$ cat config.mk
export PLATFORM = sky130hd
export DESIGN_NAME = mcd_bank
export DESIGN_NICKNAME = d
export VERILOG_FILES = /design/src/rtl/mcd_pkg.sv /design/src/rtl/mcd_sync.sv /design/src/rtl/mcd_elem_track.sv /design/src/rtl/mcd_rd_port.sv /design/src/rtl/mcd_bank.sv
export SDC_FILE = /design/constraint.sdc
export NUM_CORES = 1
export LEC_CHECK = 0
export ABC_AREA = 1
export CORE_AREA = 2 2 76 78
export DETAILED_ROUTE_END_ITERATION = 10
export DIE_AREA = 0 0 78 80
export PLACE_DENSITY = 0.71
export SLEW_MARGIN = 20
export SYNTH_ARGS = -nofsm -noshare
export SYNTH_HDL_FRONTEND = slang
export SYNTH_HIERARCHICAL = 1
export SYNTH_SLANG_ARGS = --single-unit
$ cat constraint.sdc
create_clock -name clk -period 3.8 [get_ports clk]
set_clock_uncertainty 0.2 [all_clocks]
set_input_delay 0.57 -clock clk [delete_from_list [all_inputs] [get_ports clk]]
set_output_delay 0.57 -clock clk [all_outputs]
set_load 0.005 [all_outputs]
$ cat src/rtl/mcd_pkg.sv
package mcd_pkg;

    // transition counter width and the count at which the flag rises
    localparam int CNT_W      = 2;
    localparam int MOMENT_THR = 2;

    typedef logic [CNT_W-1:0] tcnt_t;

    // one read response: level bit and momentary bit, returned together
    typedef struct packed {
        logic level;
        logic moment;
    } pair_t;

    function automatic tcnt_t sat_inc(input tcnt_t c);
        return (c == {CNT_W{1'b1}}) ? c : tcnt_t'(c + 1'b1);
    endfunction

    function automatic logic over_thr(input tcnt_t c);
        return (c >= tcnt_t'(MOMENT_THR));
    endfunction

endpackage

$ cat src/rtl/mcd_sync.sv
module mcd_sync #(
    parameter int WIDTH  = 8,
    parameter int STAGES = 2
) (
    input  logic             clk,
    input  logic             rst,
    input  logic [WIDTH-1:0] d,
    output logic [WIDTH-1:0] q
);
    logic [WIDTH-1:0] stage [STAGES];

    generate
        for (genvar s = 0; s < STAGES; s++) begin : g_stage
            if (s == 0) begin : g_first
                always_ff @(posedge clk) begin
                    if (rst) stage[s] <= '0;
                    else     stage[s] <= d;
                end
            end else begin : g_next
                always_ff @(posedge clk) begin
                    if (rst) stage[s] <= '0;
                    else     stage[s] <= stage[s-1];
                end
            end
        end
    endgenerate

    assign q = stage[STAGES-1];
endmodule

$ cat src/rtl/mcd_elem_track.sv
module mcd_elem_track
    import mcd_pkg::*;
(
    input  logic clk,
    input  logic rst,
    input  logic arm,
    input  logic lvl,
    input  logic clr,
    output logic moment
);
    logic  lvl_q;
    tcnt_t cnt;
    logic  edge_seen;

    assign edge_seen = arm && (lvl != lvl_q);

    always_ff @(posedge clk) begin
        if (rst) begin
            lvl_q <= 1'b0;
            cnt   <= '0;
        end else begin
            lvl_q <= lvl;
            if (clr)
                // an edge coinciding with the read opens the next interval
                cnt <= edge_seen ? tcnt_t'(1) : tcnt_t'(0);
            else if (edge_seen)
                cnt <= sat_inc(cnt);
        end
    end

    assign moment = over_thr(cnt);
endmodule

$ cat src/rtl/mcd_rd_port.sv
module mcd_rd_port
    import mcd_pkg::*;
#(
    parameter int N_ELEM = 8,
    parameter int IDX_W  = 3
) (
    input  logic              clk,
    input  logic              rst,
    input  logic              req,
    input  logic [IDX_W-1:0]  idx,
    input  logic [N_ELEM-1:0] lvl,
    input  logic [N_ELEM-1:0] moment,
    output logic [N_ELEM-1:0] clr,
    output logic              valid,
    output pair_t             resp
);
    pair_t pick;

    always_comb begin
        pick = '0;
        if (int'(idx) < N_ELEM) begin
            pick.level  = lvl[idx];
            pick.moment = moment[idx];
        end
    end

    generate
        for (genvar i = 0; i < N_ELEM; i++) begin : g_clr
            assign clr[i] = req && (idx == IDX_W'(i));
        end
    endgenerate

    always_ff @(posedge clk) begin
        if (rst) begin
            valid <= 1'b0;
            resp  <= '0;
        end else begin
            valid <= req;
            if (req) resp <= pick;
        end
    end
endmodule

$ cat src/rtl/mcd_bank.sv
module mcd_bank
    import mcd_pkg::*;
#(
    parameter int N_ELEM      = 8,
    parameter int SYNC_STAGES = 2,
    localparam int IDX_W      = (N_ELEM > 1) ? $clog2(N_ELEM) : 1
) (
    input  logic              clk,
    input  logic              rst,
    input  logic [N_ELEM-1:0] elem_in,
    input  logic              rd_req,
    input  logic [IDX_W-1:0]  rd_idx,
    output logic              rd_valid,
    output logic              rd_state,
    output logic              rd_moment,
    output logic [N_ELEM-1:0] rt_state
);
    localparam int WARM_MAX = SYNC_STAGES + 1;
    localparam int WARM_W   = $clog2(WARM_MAX + 1);

    logic [N_ELEM-1:0] lvl;
    logic [N_ELEM-1:0] moment;
    logic [N_ELEM-1:0] clr;
    logic [WARM_W-1:0] warm;
    logic              arm;
    pair_t             resp;

    mcd_sync #(.WIDTH(N_ELEM), .STAGES(SYNC_STAGES)) u_sync (
        .clk (clk),
        .rst (rst),
        .d   (elem_in),
        .q   (lvl)
    );

    // hold off edge counting until the synchronizer holds real input levels
    always_ff @(posedge clk) begin
        if (rst)                         warm <= '0;
        else if (warm != WARM_W'(WARM_MAX)) warm <= warm + 1'b1;
    end
    assign arm = (warm == WARM_W'(WARM_MAX));

    generate
        for (genvar i = 0; i < N_ELEM; i++) begin : g_elem
            mcd_elem_track u_trk (
                .clk    (clk),
                .rst    (rst),
                .arm    (arm),
                .lvl    (lvl[i]),
                .clr    (clr[i]),
                .moment (moment[i])
            );
        end
    endgenerate

    mcd_rd_port #(.N_ELEM(N_ELEM), .IDX_W(IDX_W)) u_rd (
        .clk    (clk),
        .rst    (rst),
        .req    (rd_req),
        .idx    (rd_idx),
        .lvl    (lvl),
        .moment (moment),
        .clr    (clr),
        .valid  (rd_valid),
        .resp   (resp)
    );

    assign rd_state  = resp.level;
    assign rd_moment = resp.moment;
    assign rt_state  = lvl;
endmodule

==> flow_summary_export.csv, run 1 <==
group,metric,value,unit
final_layout,final_common_cell,"nand2_1",
global_route,grt_pass1_wl,7.948,mm
status,status,"finished, final reports clean",
critical_path,endpoint,"warm[0]",
global_route,grt_max_degree,30,
clock_tree,cts_setup_buffers,0,
min_path,min_path_type,"register to register",
synthesis,netlist.area_leader.share,36.18,%
global_route,antenna_found_initial,0,
sta,slew_viol_final,0,
critical_path,reg2reg_slack,1980,ps
sta,rsz0062_at_grt,"false",
die,num_rows,27,
synthesis,syn_inst,386,
final_layout,final_core_util,53.24,%
clock_tree,cts.repair.resized,0,
final_layout,diodes,0,
synthesis,ys_ff_latch,45,
route,remaining_drc_errors,0,
die,initial_utilization,46.06,%
sta,fin_setup_tns,0,ps
die,die_width,78,um
synthesis,syn_area,2490,um^2
power,vdd_ir_drop_max,234.6,uV
route,ant_nets,0,
final_layout,fin_area,2878,um^2
clock_tree,cts_sinks,45,
critical_path,cp_slowest_cell,"clkdlybuf4s50_1",
sta,max-slew-margin-rel,56.59,%
flow_run,cap_violations,0,
critical_path,regToRegEndpoint,"g_elem[3].u_trk/cnt[0]",
critical_path,critPathLaunch,"rst",
clock_tree,insertion_delay,290,ps
critical_path,worstPathArrival,2060,ps
route,num_vias,2157,
global_route,overflow,0,
place,gp_congestion,0.8393,
synthesis,yosysTopAreaCell,"dfxtp_1",
critical_path,max_stage_delay,860,ps
critical_path,cp_cell_sequence,"clkdlybuf4s50_1, buf_4, inv_1, nand2_1, nor2_1",
critical_path,crit_path_end_kind,"register",
place,dp_hpwl,3.266,mm
final_layout,instances_no_fill,488,
clock_tree,cts-hold-fix-buffers,0,
critical_path,worst-path-stages,5,
place,placed_cell_area,2790,um^2
place,dp_cells,480,
sta,setup_viol,0,
final_layout,finalNetCount,447,
synthesis,synth_cell_types,15,
synthesis,syn-num-nets,418,
final_layout,drive_above_1_share,7.212,%
route,vias_per_cell,4.420,
sta,hold_violations,0,
synthesis,synthTopCellsByArea,"dfxtp_1, nand2_1, inv_1, nor2_1, ha_1",
critical_path,path_class,"primary input to register",
clock_tree,cts_tree,"yes",
global_route,grt_pass1_vias,1944,
power,cellLeakagePower,1.416,nW
critical_path,path_buf_inv,3,
sta,finalHoldWorstSlack,204.1,ps
final_layout,final_cell_mix,"nand2_1, inv_1, nor2_1",
synthesis,synth.avg_cell_area,6.450,um^2
die,pin_count,25,
critical_path,path_max_fanout,29,
critical_path,startpoint_type,"primary input",
critical_path,r2r_cells,6,
synthesis,synth-seq-area-share,36.18,%
die,dieArea,6240,um^2
clock_tree,clock_path_buffers,2,
clock_tree,cts_buffers,5,
clock_tree,cts.clk_slew.worst_paths,80,ps
sta,max_freq,484.6,MHz
sta,min_period_over_period,54.31,%
route,drtPass1Iterations,4,
route,first_iter_violations,142,
route,wl_per_cell,9.020,um
critical_path,cp.required,3800,ps
synthesis,yosys_warnings,6,
route,drt_wl_total,4.402,mm
critical_path,rr_startpoint,"warm[0]",
sta,min_period,2064,ps
die,coreArea,5405,um^2
place,io_buffers,24,
final_layout,area.growth.synth_to_final,15.58,%
sta,tightestPinTransition,651.2,ps
critical_path,crit_family,"buffers and inverters",
clock_tree,htreeDepth,2,
die,die_y,80,um
power,power_density,319.5,nW/um^2
clock_tree,cts_root_buffer,"clkbuf_8",
global_route,grt_util_all_layers,15.69,%
## per-layer routing
layer	wire [um]	share of wire (%)	track usage [%]
met1	2153	49	18.65
met2	1969	45	26.90
met3	171	3.9	3.054
met4	107	2.4	8.070
met5	0	0	0
## stage by stage
step | setup slack (ps) | total power [mW]
final | 1736 | 0.9194
after global routing | 1592 | 0.9754
after CTS | 1731 | 0.9360
after detailed placement | 1412 | 0.6371
after global placement | 1431 | 0.6341
after floorplan | 2241 | 0.5945
## sequential cells by signal, indices dropped and copies added, names as in the netlist
name / flops
warm: 2
g_elem.u_trk/cnt: 16
u_rd/valid: 1
u_sync/stage: 16
u_rd/resp: 2
g_elem.u_trk/lvl_q: 8
## power by group
| group | total, mW | internal (mW) | switching, mW |
|---|---|---|---|
| sequential | 0.506 | 0.491 | 0.0148 |
| clock | 0.295 | 0.130 | 0.165 |
| combinational | 0.119 | 0.0527 | 0.0665 |
| total | 0.919 | 0.673 | 0.246 |
## worst register-to-register path: cells and delay by family, from the launching register on
family                   cells  cell delay [ps]
flip-flops                   1              400
adder cells (fa/ha/maj)      1              600
AND/OR/NAND/NOR              5              520
## logic make-up after synthesis
family | count (synthesis) | share of synthesized area (%)
DFF | 45 | 36.18
adders and majority gates | 18 | 9.045
buffers and inverters | 86 | 14.02
AOI/OAI and AO/OA | 8 | 1.608
and+or+nand+nor | 229 | 39.15
## worst min-delay path by stage
stage                             from  depth (start not counted)                 end  slack [ps]
detailed placement  u_sync/stage[0][7]                          2  u_sync/stage[1][7]         190
global placement    u_sync/stage[0][5]                          2  u_sync/stage[1][5]         190
finish              u_sync/stage[0][7]                          2  u_sync/stage[1][7]         200
CTS                 u_sync/stage[0][7]                          2  u_sync/stage[1][7]         210
global route        u_sync/stage[0][7]                          2  u_sync/stage[1][7]         220
floorplan           u_sync/stage[0][0]                          2  u_sync/stage[1][0]         190
## cell usage after synthesis (all sizes together)
cell type and instances:
buf 3, nor2 86, inv 83, a21oi 8, ha 18, dfxtp 45
or2 16, nand3 18, nand4 8, nand2 101
## layout make-up
| type | count | area, um^2 |
|---|---|---|
| Sequential cell | 45 | 900.9 |
| Multi-Input combinational cell | 255 | 1240 |
| Fill cell | 534 | 2527 |
| Timing Repair Buffer | 25 | 247.7 |
| Clock inverter | 2 | 15.01 |
| Inverter | 83 | 311.5 |
| Tap cell | 72 | 90.09 |
| Clock buffer | 6 | 72.57 |
Note: power is estimated with default switching activity, not from simulation.
==> run 2, diff against run 1 <==
==> constraint.sdc (replaced) <==
create_clock -name clk -period 2.11 [get_ports clk]
set_clock_uncertainty 0.2 [all_clocks]
set_input_delay 0.3165 -clock clk [delete_from_list [all_inputs] [get_ports clk]]
set_output_delay 0.3165 -clock clk [all_outputs]
set_load 0.005 [all_outputs]
==> run 2 against run 1 <==
Sequential power increased by 80%. Cell area rose by 1.5%. Sequential share of layout area fell by 0.46 points. Utilization rose by 0.79 points. Routed wire length grew 1.5%. Clock power increased by 80%. Combinational power rose by 87%. Sequential cell count unchanged. Die area unchanged. Via count rose by 0.37%. Critical path type is now register to primary output. Highest routed layer unchanged.
==> flow_summary_export.csv, run 2 (same netlist as run 1, synthesis figures left out) <==
group,metric,value,unit
sta,rsz0062_at_grt,"false",
sta,min_period_over_period,84.49,%
critical_path,crit_path_end_kind,"primary output",
critical_path,cp_cell_sequence,"clkdlybuf4s50_1",
status,status,"finished, final reports clean",
route,remaining_drc_errors,0,
sta,max_freq,560.9,MHz
global_route,grt_max_degree,44,
critical_path,cp.required,1590,ps
global_route,antenna_found_initial,0,
min_path,min_path_type,"register to register",
final_layout,reg_top3,"g_elem.u_trk/cnt x16, u_sync/stage x16, g_elem.u_trk/lvl_q x8",
clock_tree,htreeDepth,2,
final_layout,fin_area,2920,um^2
critical_path,path_max_fanout,5,
final_layout,final_common_cell,"nand2_1",
clock_tree,cts_tree,"yes",
critical_path,max_stage_delay,540,ps
power,power_density,569.8,nW/um^2
final_layout,area.growth.synth_to_final,17.29,%
clock_tree,cts.clk_slew.worst_paths,80,ps
die,coreArea,5405,um^2
final_layout,finalNetCount,451,
route,drtPass1Iterations,6,
place,gp_congestion,0.7814,
global_route,grt_util_all_layers,16.39,%
final_layout,multi_input_area,1240,um^2
place,io_buffers,24,
flow_run,cap_violations,0,
die,pin_count,25,
die,die_width,78,um
final_layout,instances_no_fill,492,
route,num_vias,2165,
critical_path,crit_family,"buffers and inverters",
die,initial_utilization,46.06,%
clock_tree,cts_buffers,5,
route,drt_wl_total,4.469,mm
die,dieArea,6240,um^2
power,cellLeakagePower,1.440,nW
clock_tree,cts-hold-fix-buffers,0,
power,vdd_ir_drop_max,367.4,uV
route,wl_per_cell,9.083,um
die,num_rows,27,
clock_tree,cts.repair.resized,0,
clock_tree,cts_root_buffer,"clkbuf_8",
route,first_iter_violations,83,
final_layout,final_cell_mix,"nand2_1, inv_1, nor2_1",
final_layout,drive_above_1_share,8.095,%
final_layout,nFillCells,541,
critical_path,worstPathArrival,1270,ps
place,dp_hpwl,3.376,mm
sta,setup_viol,0,
global_route,grt_util_met3,3.394,%
clock_tree,cts_setup_buffers,0,
critical_path,startpoint_type,"register",
final_layout,final_core_util,54.03,%
critical_path,path_class,"register to primary output",
global_route,grt_pass1_wl,8.238,mm
die,die_y,80,um
sta,fin_setup_tns,0,ps
global_route,met1_usage,19.13,%
route,vias_per_cell,4.400,
place,placed_cell_area,2833,um^2
critical_path,cp_slowest_cell,"clkdlybuf4s50_1",
sta,hold_violations,0,
sta,max-slew-margin-rel,85.87,%
route,ant_nets,0,
global_route,use_met2,29.91,%
sta,slew_viol_final,0,
global_route,overflow,0,
clock_tree,insertion_delay,300,ps
critical_path,path_buf_inv,1,
place,dp_cells,484,
global_route,grt_pass1_vias,2019,
clock_tree,clock_path_buffers,2,
final_layout,seqCellArea,900.9,um^2
global_route,grt-busiest-layer,"met2",
final_layout,diodes,0,
clock_tree,cts_sinks,45,
sta,tightestPinTransition,211.4,ps
sta,min_period,1783,ps
[run 2: worst paths after layout]
path | start | to | slack (ps) | depth (start not counted)
min reg2reg | u_sync/stage[0][5] | u_sync/stage[1][5] | 200 | 2
min | u_sync/stage[0][5] | u_sync/stage[1][5] | 200 | 2
max | u_sync/stage[1][5] | rt_state[5] | 330 | 1
max reg2reg | g_elem[6].u_trk/cnt[0] | u_rd/resp[0] | 500 | 11
[run 2: layout make-up]
cell class	instances	share of cell area (%)
Sequential cell	45	30.85
Inverter	83	10.67
Multi-Input combinational cell	255	42.46
Timing Repair Buffer	29	9.940
Tap cell	72	3.085
Clock buffer	6	2.485
Clock inverter	2	0.5141
[run 2: per-layer routing]
layer,vias to the layer above,wire (um)
li1,1198,-
met1,925,2157
met2,37,2078
met3,5,177
met4,0,56
met5,-,0
[run 2: metrics by stage]
stage	power, mW	hold WS [ps]	setup slack [ps]
final	1.664	202.4	327.3
after global routing	1.765	227.3	261.7
after CTS	1.692	207.1	299.8
after detailed placement	1.157	195.4	158.0
after global placement	1.151	189.4	186.2
after floorplan	1.071	188.3	626.3
[run 2: report_power, final]
group | switching, mW | total (mW) | internal, mW
combinational | 0.121 | 0.223 | 0.102
sequential | 0.0263 | 0.910 | 0.884
clock | 0.297 | 0.530 | 0.234
total | 0.444 | 1.66 | 1.22
